[src/rtl/rxr_pkg.sv]
// Shared constants for the paged receive ring manager: register offsets,
// bank codes and status bit positions.
package rxr_pkg;
    localparam int REG_AW = 4;

    // register bank selected by command bits [7:6]
    typedef enum logic [1:0] {
        BANK_MAIN = 2'b00,
        BANK_PTR  = 2'b01
    } reg_bank_e;

    localparam logic [REG_AW-1:0] OFS_CMD    = 4'h0;
    localparam logic [REG_AW-1:0] OFS_FIRST  = 4'h1;
    localparam logic [REG_AW-1:0] OFS_LIMIT  = 4'h2;
    localparam logic [REG_AW-1:0] OFS_BOUND  = 4'h3;
    localparam logic [REG_AW-1:0] OFS_STAT   = 4'h7;
    localparam logic [REG_AW-1:0] OFS_MASK   = 4'hF;
    localparam logic [REG_AW-1:0] OFS_WRPTR  = 4'h7;

    localparam int ST_FRAME_OK = 0;
    localparam int ST_OVERRUN  = 4;
    localparam int CMD_RUN     = 1;
endpackage

[src/rtl/rxr_regs.sv]
// Register window of the ring manager.
// Holds command, ring limits, boundary and interrupt mask, decodes the bank
// select and drives the combinational read mux. The write pointer and the
// status bits live elsewhere; this module only forwards writes to them.
// Assumes register width equals the page number width.
module rxr_regs
    import rxr_pkg::*;
#(
    parameter int          PAGE_W      = 8,
    parameter logic [PAGE_W-1:0] FIRST_RST = 8'h46,
    parameter logic [PAGE_W-1:0] LIMIT_RST = 8'h80
) (
    input  logic              clk,
    input  logic              rst_n,
    input  logic              reg_we,
    input  logic [REG_AW-1:0] reg_addr,
    input  logic [PAGE_W-1:0] reg_wdata,
    output logic [PAGE_W-1:0] reg_rdata,
    input  logic [PAGE_W-1:0] wr_page,
    input  logic [PAGE_W-1:0] stat,
    output logic [PAGE_W-1:0] ring_first,
    output logic [PAGE_W-1:0] ring_limit,
    output logic [PAGE_W-1:0] bound_page,
    output logic [PAGE_W-1:0] irq_mask,
    output logic              run,
    output logic              wptr_load,
    output logic [PAGE_W-1:0] wptr_value,
    output logic [PAGE_W-1:0] stat_clr
);
    logic [PAGE_W-1:0] cmd_q;
    reg_bank_e         bank;
    logic              in_main;
    logic              in_ptr;

    assign bank    = reg_bank_e'(cmd_q[PAGE_W-1:PAGE_W-2]);
    assign in_main = (bank == BANK_MAIN);
    assign in_ptr  = (bank == BANK_PTR);
    assign run     = cmd_q[CMD_RUN];

    // strobes for state kept in other modules
    assign wptr_load  = reg_we && in_ptr && (reg_addr == OFS_WRPTR);
    assign wptr_value = reg_wdata;
    assign stat_clr   = (reg_we && in_main && (reg_addr == OFS_STAT)) ? reg_wdata : '0;

    // register storage with bank-qualified write decode
    always_ff @(posedge clk) begin
        if (!rst_n) begin
            cmd_q      <= '0;
            ring_first <= FIRST_RST;
            ring_limit <= LIMIT_RST;
            bound_page <= FIRST_RST;
            irq_mask   <= '0;
        end else if (reg_we) begin
            if (reg_addr == OFS_CMD) begin
                cmd_q <= reg_wdata;
            end else if (in_main) begin
                case (reg_addr)
                    OFS_FIRST: ring_first <= reg_wdata;
                    OFS_LIMIT: ring_limit <= reg_wdata;
                    OFS_BOUND: bound_page <= reg_wdata;
                    OFS_MASK:  irq_mask   <= reg_wdata;
                    default:   ;
                endcase
            end
        end
    end

    // read mux: command everywhere, the rest by bank
    always_comb begin
        reg_rdata = '0;
        if (reg_addr == OFS_CMD) begin
            reg_rdata = cmd_q;
        end else if (in_main) begin
            case (reg_addr)
                OFS_FIRST: reg_rdata = ring_first;
                OFS_LIMIT: reg_rdata = ring_limit;
                OFS_BOUND: reg_rdata = bound_page;
                OFS_STAT:  reg_rdata = stat;
                OFS_MASK:  reg_rdata = irq_mask;
                default:   reg_rdata = '0;
            endcase
        end else if (in_ptr && (reg_addr == OFS_WRPTR)) begin
            reg_rdata = wr_page;
        end
    end
endmodule

[src/rtl/rxr_walker.sv]
// Page walker: places each accepted byte at {page, offset}, steps to the next
// ring page when a page fills, commits the write pointer at frame end and
// reports completion or a collision with the boundary page.
// Assumes ring_first < ring_limit and that software keeps the pointers
// inside the ring. A completed frame takes priority over a software load of
// the write pointer in the same cycle.
module rxr_walker #(
    parameter int          PAGE_W   = 8,
    parameter int          OFF_W    = 8,
    parameter logic [PAGE_W-1:0] WPTR_RST = 8'h47,
    localparam int         ADDR_W   = PAGE_W + OFF_W
) (
    input  logic              clk,
    input  logic              rst_n,
    input  logic              run,
    input  logic              halted,
    input  logic [PAGE_W-1:0] ring_first,
    input  logic [PAGE_W-1:0] ring_limit,
    input  logic [PAGE_W-1:0] bound_page,
    input  logic              wptr_load,
    input  logic [PAGE_W-1:0] wptr_value,
    input  logic              rx_valid,
    input  logic [7:0]        rx_data,
    input  logic              rx_last,
    output logic              buf_we,
    output logic [ADDR_W-1:0] buf_addr,
    output logic [7:0]        buf_wdata,
    output logic [PAGE_W-1:0] wr_page,
    output logic              frame_done,
    output logic              overrun
);
    logic              active_q;
    logic              drop_q;
    logic [PAGE_W-1:0] fill_page_q;
    logic [OFF_W-1:0]  fill_off_q;
    logic [PAGE_W-1:0] wptr_q;

    logic [PAGE_W-1:0] cur_page;
    logic [OFF_W-1:0]  cur_off;
    logic [PAGE_W-1:0] page_inc;
    logic [PAGE_W-1:0] next_page;
    logic              accept;
    logic              page_full;
    logic              collide;

    assign cur_page  = active_q ? fill_page_q : wptr_q;
    assign cur_off   = active_q ? fill_off_q  : '0;
    assign page_inc  = cur_page + 1'b1;
    assign next_page = (page_inc == ring_limit) ? ring_first : page_inc;
    assign accept    = rx_valid && run && !halted && !drop_q;
    assign page_full = (cur_off == {OFF_W{1'b1}});
    assign collide   = (next_page == bound_page);

    assign buf_we     = accept;
    assign buf_addr   = {cur_page, cur_off};
    assign buf_wdata  = rx_data;
    assign wr_page    = wptr_q;
    assign frame_done = accept && rx_last && !collide;
    assign overrun    = accept && collide && (rx_last || page_full);

    // in-frame position and drop tracking
    always_ff @(posedge clk) begin
        if (!rst_n) begin
            active_q    <= 1'b0;
            drop_q      <= 1'b0;
            fill_page_q <= '0;
            fill_off_q  <= '0;
        end else if (rx_valid && rx_last) begin
            active_q <= 1'b0;
            drop_q   <= 1'b0;
        end else if (accept) begin
            if (page_full && collide) begin
                active_q <= 1'b0;
                drop_q   <= 1'b1;
            end else if (page_full) begin
                active_q    <= 1'b1;
                fill_page_q <= next_page;
                fill_off_q  <= '0;
            end else begin
                active_q    <= 1'b1;
                fill_page_q <= cur_page;
                fill_off_q  <= cur_off + 1'b1;
            end
        end else if (rx_valid) begin
            active_q <= 1'b0;
            drop_q   <= 1'b1;
        end
    end

    // write pointer: frame commit first, then software load
    always_ff @(posedge clk) begin
        if (!rst_n) begin
            wptr_q <= WPTR_RST;
        end else if (frame_done) begin
            wptr_q <= next_page;
        end else if (wptr_load) begin
            wptr_q <= wptr_value;
        end
    end
endmodule

[src/rtl/rxr_irq.sv]
// Status bits with write-one-to-clear and the masked interrupt output.
// Only the frame-complete and overrun bits have set sources; the others
// stay zero. A set and a clear of the same bit in one cycle leave it set.
module rxr_irq
    import rxr_pkg::*;
#(
    parameter int STAT_W = 8
) (
    input  logic              clk,
    input  logic              rst_n,
    input  logic              frame_done,
    input  logic              overrun,
    input  logic [STAT_W-1:0] stat_clr,
    input  logic [STAT_W-1:0] irq_mask,
    output logic [STAT_W-1:0] stat,
    output logic              irq
);
    logic [STAT_W-1:0] set_vec;

    // gather set sources into their bit positions
    always_comb begin
        set_vec              = '0;
        set_vec[ST_FRAME_OK] = frame_done;
        set_vec[ST_OVERRUN]  = overrun;
    end

    // per-bit sticky status
    for (genvar b = 0; b < STAT_W; b++) begin : g_bit
        always_ff @(posedge clk) begin
            if (!rst_n) begin
                stat[b] <= 1'b0;
            end else if (set_vec[b]) begin
                stat[b] <= 1'b1;
            end else if (stat_clr[b]) begin
                stat[b] <= 1'b0;
            end
        end
    end

    assign irq = |(stat & irq_mask);
endmodule

[src/rtl/rxring_mgr.sv]
// Top of the paged receive ring manager: register window, page walker and
// interrupt logic. The byte stream is accepted without back-pressure; the
// packet memory is assumed to take one byte write per cycle.
module rxring_mgr
    import rxr_pkg::*;
#(
    parameter int          PAGE_W    = 8,
    parameter int          OFF_W     = 8,
    parameter logic [PAGE_W-1:0] FIRST_RST = 8'h46,
    parameter logic [PAGE_W-1:0] LIMIT_RST = 8'h80,
    localparam int         ADDR_W    = PAGE_W + OFF_W,
    localparam logic [PAGE_W-1:0] WPTR_RST = FIRST_RST + 1'b1
) (
    input  logic              clk,
    input  logic              rst_n,
    input  logic              reg_we,
    input  logic [REG_AW-1:0] reg_addr,
    input  logic [PAGE_W-1:0] reg_wdata,
    output logic [PAGE_W-1:0] reg_rdata,
    input  logic              rx_valid,
    input  logic [7:0]        rx_data,
    input  logic              rx_last,
    output logic              buf_we,
    output logic [ADDR_W-1:0] buf_addr,
    output logic [7:0]        buf_wdata,
    output logic              irq
);
    logic [PAGE_W-1:0] ring_first;
    logic [PAGE_W-1:0] ring_limit;
    logic [PAGE_W-1:0] bound_page;
    logic [PAGE_W-1:0] irq_mask;
    logic [PAGE_W-1:0] stat;
    logic [PAGE_W-1:0] stat_clr;
    logic [PAGE_W-1:0] wr_page;
    logic [PAGE_W-1:0] wptr_value;
    logic              run;
    logic              wptr_load;
    logic              frame_done;
    logic              overrun;

    rxr_regs #(
        .PAGE_W    (PAGE_W),
        .FIRST_RST (FIRST_RST),
        .LIMIT_RST (LIMIT_RST)
    ) regs_i (
        .clk        (clk),
        .rst_n      (rst_n),
        .reg_we     (reg_we),
        .reg_addr   (reg_addr),
        .reg_wdata  (reg_wdata),
        .reg_rdata  (reg_rdata),
        .wr_page    (wr_page),
        .stat       (stat),
        .ring_first (ring_first),
        .ring_limit (ring_limit),
        .bound_page (bound_page),
        .irq_mask   (irq_mask),
        .run        (run),
        .wptr_load  (wptr_load),
        .wptr_value (wptr_value),
        .stat_clr   (stat_clr)
    );

    rxr_walker #(
        .PAGE_W   (PAGE_W),
        .OFF_W    (OFF_W),
        .WPTR_RST (WPTR_RST)
    ) walk_i (
        .clk        (clk),
        .rst_n      (rst_n),
        .run        (run),
        .halted     (stat[ST_OVERRUN]),
        .ring_first (ring_first),
        .ring_limit (ring_limit),
        .bound_page (bound_page),
        .wptr_load  (wptr_load),
        .wptr_value (wptr_value),
        .rx_valid   (rx_valid),
        .rx_data    (rx_data),
        .rx_last    (rx_last),
        .buf_we     (buf_we),
        .buf_addr   (buf_addr),
        .buf_wdata  (buf_wdata),
        .wr_page    (wr_page),
        .frame_done (frame_done),
        .overrun    (overrun)
    );

    rxr_irq #(
        .STAT_W (PAGE_W)
    ) irq_i (
        .clk        (clk),
        .rst_n      (rst_n),
        .frame_done (frame_done),
        .overrun    (overrun),
        .stat_clr   (stat_clr),
        .irq_mask   (irq_mask),
        .stat       (stat),
        .irq        (irq)
    );
endmodule

[config.mk]
export PLATFORM = sky130hd
export DESIGN_NAME = rxring_mgr
export DESIGN_NICKNAME = d
export VERILOG_FILES = /design/src/rtl/rxr_pkg.sv /design/src/rtl/rxr_regs.sv /design/src/rtl/rxr_walker.sv /design/src/rtl/rxr_irq.sv /design/src/rtl/rxring_mgr.sv
export SDC_FILE = /design/constraint.sdc
export NUM_CORES = 1
export LEC_CHECK = 0
export BUFFER_PORTS_ARGS = -buffer_cell sky130_fd_sc_hd__buf_4
export CAP_MARGIN = 20
export CORE_MARGIN = 10
export CORE_UTILIZATION = 30
export DETAILED_ROUTE_END_ITERATION = 10
export PLACE_DENSITY_LB_ADDON = 0.08
export SYNTH_ARGS = -nofsm -noshare
export SYNTH_HDL_FRONTEND = slang
export SYNTH_SLANG_ARGS = --single-unit
[constraint.sdc]
create_clock -name clk -period 4.5 [get_ports clk]
set_input_delay 0.225 -clock clk [delete_from_list [all_inputs] [get_ports clk]]
set_output_delay 0.225 -clock clk [all_outputs]
set_load 0.05 [all_outputs]
; ---- Word-level counts from Yosys, hierarchy flattened
; Index checks and enable logic that the tools add are counted.
[classes]
n_addsub = 2
mul = 0
div_mod_pow = 0
order_cmp = 0
n_eq_ne = 10
n_shift = 0
mux = 22
bitwise = 5
n_reduce_logical = 33
[ops]
columns = op, count
row1 = 8-bit two-way mux, 10
row2 = 8-bit case mux with 5 select lines, 1
row3 = "8-bit by 1-bit adder with 8-bit output, second input constant", 2
row4 = 8-bit == test, 2
row5 = 4-bit AND reduction, 4
row6 = 1-bit logical AND, 14
row7 = 1-bit two-way mux, 10
row8 = 5-bit by 8-bit AND with 8-bit output, 1
row9 = "4-bit by 2-bit == test with 1-bit output, second input constant", 2
row10 = "8-bit == test, second input constant", 1
row11 = 2-bit nonzero test, 4
row12 = 8-bit OR reduction, 1
row13 = 5-bit two-way mux, 1
row14 = "4-bit by 1-bit == test with 1-bit output, second input constant", 1
row15 = "4-bit by 3-bit == test with 1-bit output, second input constant", 1
row16 = "4-bit == test, second input constant", 1
row17 = 4-bit logical NOT, 1
row18 = 1-bit inverter, 4
row19 = 2-bit AND reduction, 2
row20 = 1-bit logical NOT, 3
row21 = 3-bit AND reduction, 1
row22 = "2-bit by 1-bit == test with 1-bit output, second input constant", 1
row23 = 2-bit logical NOT, 1
row24 = "2-bit != test, second input constant", 1
row25 = other kinds (2), 2
[word_totals]
regBits = 68
latchBits = 0
ram_bits = 0
rom_bits = 0
in_bits = 25
output_inout_bits = 34
n_memories = 0

; ---- Longest topological paths before layout
[depth]
word_depth = 8
depth_mapped = 15
depth_no_buf = 11

; ---- Cells and area by module
; Synthesis repeated with hierarchy kept, for this count alone.
[unflattened]
cells_unflattened = 525
hier_area_um2 = 4615.7
[by_module_without_submodules]
columns = mod, n_inst, cells_per_inst, area_each_um2, seq_area_each_um2
row1 = rxr_walker, 1, 290, 2347.3, 520.5
row2 = rxr_regs, 1, 221, 2142.1, 800.8
row3 = rxr_irq, 1, 14, 126.4, 40.0

; ---- Worst setup path after synthesis
; No wires, ideal clock.
[synth_path]
path_kind = reg-to-reg
from = register walk_i.active_q
to = register walk_i.wptr_q[2] (netlist: walk_i.wr_page[2])
t_arrival_ns = 3.674
slack_ns = 0.694
stages_incl_launch_ff = 15
path_buffers = 3
cell_sequence = dfxtp_1 > buf_6 > clkbuf_8 > mux2i_1 > inv_1 > ha_1 > inv_1 > a21oi_1 > xnor3_1 > or4b_4 > or3_4 > a211o_2 > buf_6 > a211oi_1 > o21ai_1
[synth_between]
elab_chain_len = 8
word_cells_on_any_way = 9
cone_classes = add/sub (1) / eq/ne (2) / mux (3) / reduce/logical (3)
[synth_lines]
columns = item, line
row1 = start: declaration, rxr_walker.sv:32  ; logic active_q;
row2 = start signal: assignment, rxr_walker.sv:64  ; active_q <= 1'b0;
row3 = start signal: assignment, rxr_walker.sv:69  ; active_q <= 1'b0;
row4 = start signal: assignment, rxr_walker.sv:73  ; active_q <= 1'b0;
row5 = 8-bit two-way mux (*), rxr_walker.sv:46  ; assign cur_page = active_q ? fill_page_q : wptr_q;
row6 = net buf_addr[8], rxring_mgr.sv:24  ; output logic [ADDR_W-1:0] buf_addr,
row7 = 8-bit by 1-bit adder with 8-bit output (*), rxr_walker.sv:48  ; assign page_inc = cur_page + 1'b1;
row8 = 8-bit == test, rxr_walker.sv:49  ; assign next_page = (page_inc == ring_limit) ? ring_first : page_inc;
row9 = 8-bit two-way mux (*), rxr_walker.sv:49
row10 = 8-bit == test, rxr_walker.sv:52  ; assign collide = (next_page == bound_page);
row11 = 1-bit logical NOT, rxr_walker.sv:58  ; assign frame_done = accept && rx_last && !collide;
row12 = 1-bit logical AND, rxr_walker.sv:58
row13 = 8-bit two-way mux or 2-bit nonzero test (tied branches), -
row14 = end signal: assignment, rxr_walker.sv:95  ; wptr_q <= next_page;
row15 = end signal: assignment, rxr_walker.sv:97  ; wptr_q <= wptr_value;
row16 = end: declaration, rxr_walker.sv:36  ; logic [PAGE_W-1:0] wptr_q;
; The timed path passes the listed nets; every way through them passes the cells marked *.
; A chain may end at the register's enable or synchronous reset.

; ---- Final worst setup path
[layout_path]
from = register walk_i.active_q
to = register walk_i.wptr_q[6] (netlist: walk_i.wr_page[6])
[layout_between]
elab_chain_len = 8
word_cells_on_any_way = 9
cone_classes = add/sub (1) / eq/ne (2) / mux (3) / reduce/logical (3)
[layout_lines]
columns = item, line
row1 = 8-bit two-way mux (*), rxr_walker.sv:46
row2 = 8-bit by 1-bit adder with 8-bit output (*), rxr_walker.sv:48
row3 = 8-bit == test, rxr_walker.sv:49
row4 = 8-bit two-way mux (*), rxr_walker.sv:49
row5 = 8-bit == test, rxr_walker.sv:52
row6 = 1-bit logical NOT, rxr_walker.sv:58
row7 = 1-bit logical AND, rxr_walker.sv:58
row8 = 8-bit two-way mux or 2-bit nonzero test (tied branches), -
; Mark *: on every way between the ends. The rest lies on a longest branch, timed or not.

==> qor.yml <==
rows: 43
synth_edf_count: 0
min_path_cells: 3
postCtsSetupRepairBufs: 0
overflow: 0
synth_nets: 531
gp_congestion: 0.864
wl_per_cell_um: 20.8
hold_start: "reg_wdata[3]"
clkTransAtPathRegs_ps: 70
cp_max_fo: 28
ys_warn_count: 0
avgSynthCellArea_um2: 8.37
final_cells: 718
antenna_found_initial: 0
synth_ff_type: "dfxtp_1"
grt_use_total_pct: 15.2
power.total_mw: 1.53
clockRootBuffer: "clkbuf_16"
cts_buffers: 9
synth_seq_cells: 68
grt_pass1_vias: 3765
yosysTopAreaCell: "dfxtp_1"
die_h_um: 139
syn_inst: 504
initial_core_util_pct: 30.5
startpoint_type: "register"
drv_cap: 0
cts_buffer_depth: 2
grt_max_degree: 46
finalCritPeriodShare_pct: 80.7
drive_gt1_share_pct: 16.7
crit_path_end: "walk_i.wr_page[6]"
clk-insertion-delay-late_ps: 340
htree_levels: 3
final_nets: 560
synth.distinct_cells: 60
coreArea_mm2: 0.0138
maxSlewHeadroom_pct: 52.4
dp_cells: 701
wl_met3_um: 762
maxSlewViolCount: 0
port_buffers: 42
diodes: 0
placed_area_mm2: 0.00463
cts_sinks: 68
drt_wl_total_um: 15000
io_pins: 59
grt_setup_unrepaired: "no"
required_ps: 4720
met1_length_um: 6980
hold_violations: 0
synth_top_area_share_pct: 32.3
firstDrtPassIters: 7
cts_tree: "yes"
r2r_end: "walk_i.wr_page[6]"
antenna_left: 0
hold_path_class: "primary input to register"
synth-seq-area-share_pct: 32.3
post_cts_resized: 0
finalSetupViolCount: 0
r2r_start: "walk_i.active_q"
wl_met2_um: 6890
r2r_cells: 9
ir_drop_mv: 0.184
vias: 3853
end_kind: "register"
syn_area_mm2: 0.00422
skew_ps: 11.2
r2r_slack_ps: 870
yosysMostFrequentCell: "nand2_1"
cp-startpoint: "walk_i.active_q"
utilization_pct: 36.0
highest_layer: "met4"
synth_async_sr_flop_share_pct: 0
grt_pass1_wl_um: 23100
p_leak_nw: 2.14
min_period_ps: 3630
p_per_area_mw_per_mm2: 307
run_status: "completed"
setup_slack_ps: 870
dp_slack_ps: 905
max_freq_ghz: 0.275
finalSetupTns_ps: 0
die_w_um: 139
crit_type: "register to register"
cts_hold_buf: 0
whs_ps: 188
drt-initial-drc-count: 351
vias_per_cell: 5.37
worstMarginPinSlew_ps: 693
area_growth_pct: 17.9
drc: 0
die-area_mm2: 0.0192
synth_area_leaders: "dfxtp_1, mux2i_1, nand2_1"
worstPathArrival_ps: 3850
finalInstanceArea_mm2: 0.00497
hpwl_um: 11000
synth_common_cells: "nand2_1, dfxtp_1, mux2i_1"
## routing by layer
layer	vias up	GRT usage, %
met1	1835	19.7
met4	0	4.94
met5	-	0
met2	119	24.0
li1	1882	-
met3	17	3.97
## power by group
| part | internal, mW | switching, mW | leakage [nW] | total (mW) |
|---|---|---|---|---|
| combinational | 0.0333 | 0.0629 | 1.42 | 0.0962 |
| sequential | 0.608 | 0.00779 | 0.549 | 0.616 |
| clock | 0.507 | 0.308 | 0.164 | 0.815 |
| total | 1.15 | 0.379 | 2.14 | 1.53 |
## cell type report
type	instances	area, um2
Clock inverter	6	95.1
Clock buffer	10	239
Fill cell	1471	8850
Timing Repair Buffer	50	373
Sequential cell	68	1360
Multi-Input combinational cell	384	2600
Tap cell	180	225
Inverter	20	75.1
## sequential cells by signal (all words and copies together) (netlist names)
signal              count
irq_i.stat              2
walk_i.active_q         1
walk_i.wr_page          8
regs_i.ring_first       8
walk_i.drop_q           1
regs_i.cmd_q            8
regs_i.bound_page       8
walk_i.fill_page_q      8
walk_i.fill_off_q       8
regs_i.ring_limit       8
regs_i.irq_mask         8
## critical path, stage by stage (launching register included)
cell	delay, ps
dfxtp_1	380
buf_4	320
mux2i_1	650
nor2_1	160
o211ai_1	140
or4b_4	510
or3_4	470
a211o_2	500
a211oi_1	290
o21ai_1	80
## layout by cell type, fill, tap and decap left out, drive strengths merged, types with 3 or more instances in the layout
master,n
buf,50
a21oi,28
xnor3,5
a211oi,9
a22oi,16
mux2,8
clkbuf,10
nand3,27
o21ai,17
xor2,15
and2,16
a311oi,5
nand2b,3
and3,5
nor3,10
nor2,40
o211ai,3
a222oi,10
nand2,74
nor4b,3
mux2i,43
a211o,3
nor4,4
xnor2,9
nand3b,3
dfxtp,68
inv,22
a31oi,4
## cells by family after synthesis
kind of cell	Yosys count	synth area share, %
multiplexers	51	12.4
XOR/XNOR	29	7.65
flip-flops	68	32.3
adder cells (fa/ha/maj)	2	0.593
buffers and inverters	52	6.29
AND/OR/NAND/NOR	193	22.1
AO/OA/AOI/OAI	109	18.7
## how the worst min path moves through the flow
stage	end	slack, ps
2_1_floorplan	regs_i.bound_page[1]	350
5_1_grt	regs_i.bound_page[7]	180
4_1_cts	regs_i.bound_page[3]	180
3_5_place_dp	regs_i.cmd_q[0]	450
6_report	regs_i.bound_page[3]	190
3_3_place_gp	regs_i.cmd_q[2]	450
Power figures use the tool's default switching activity.
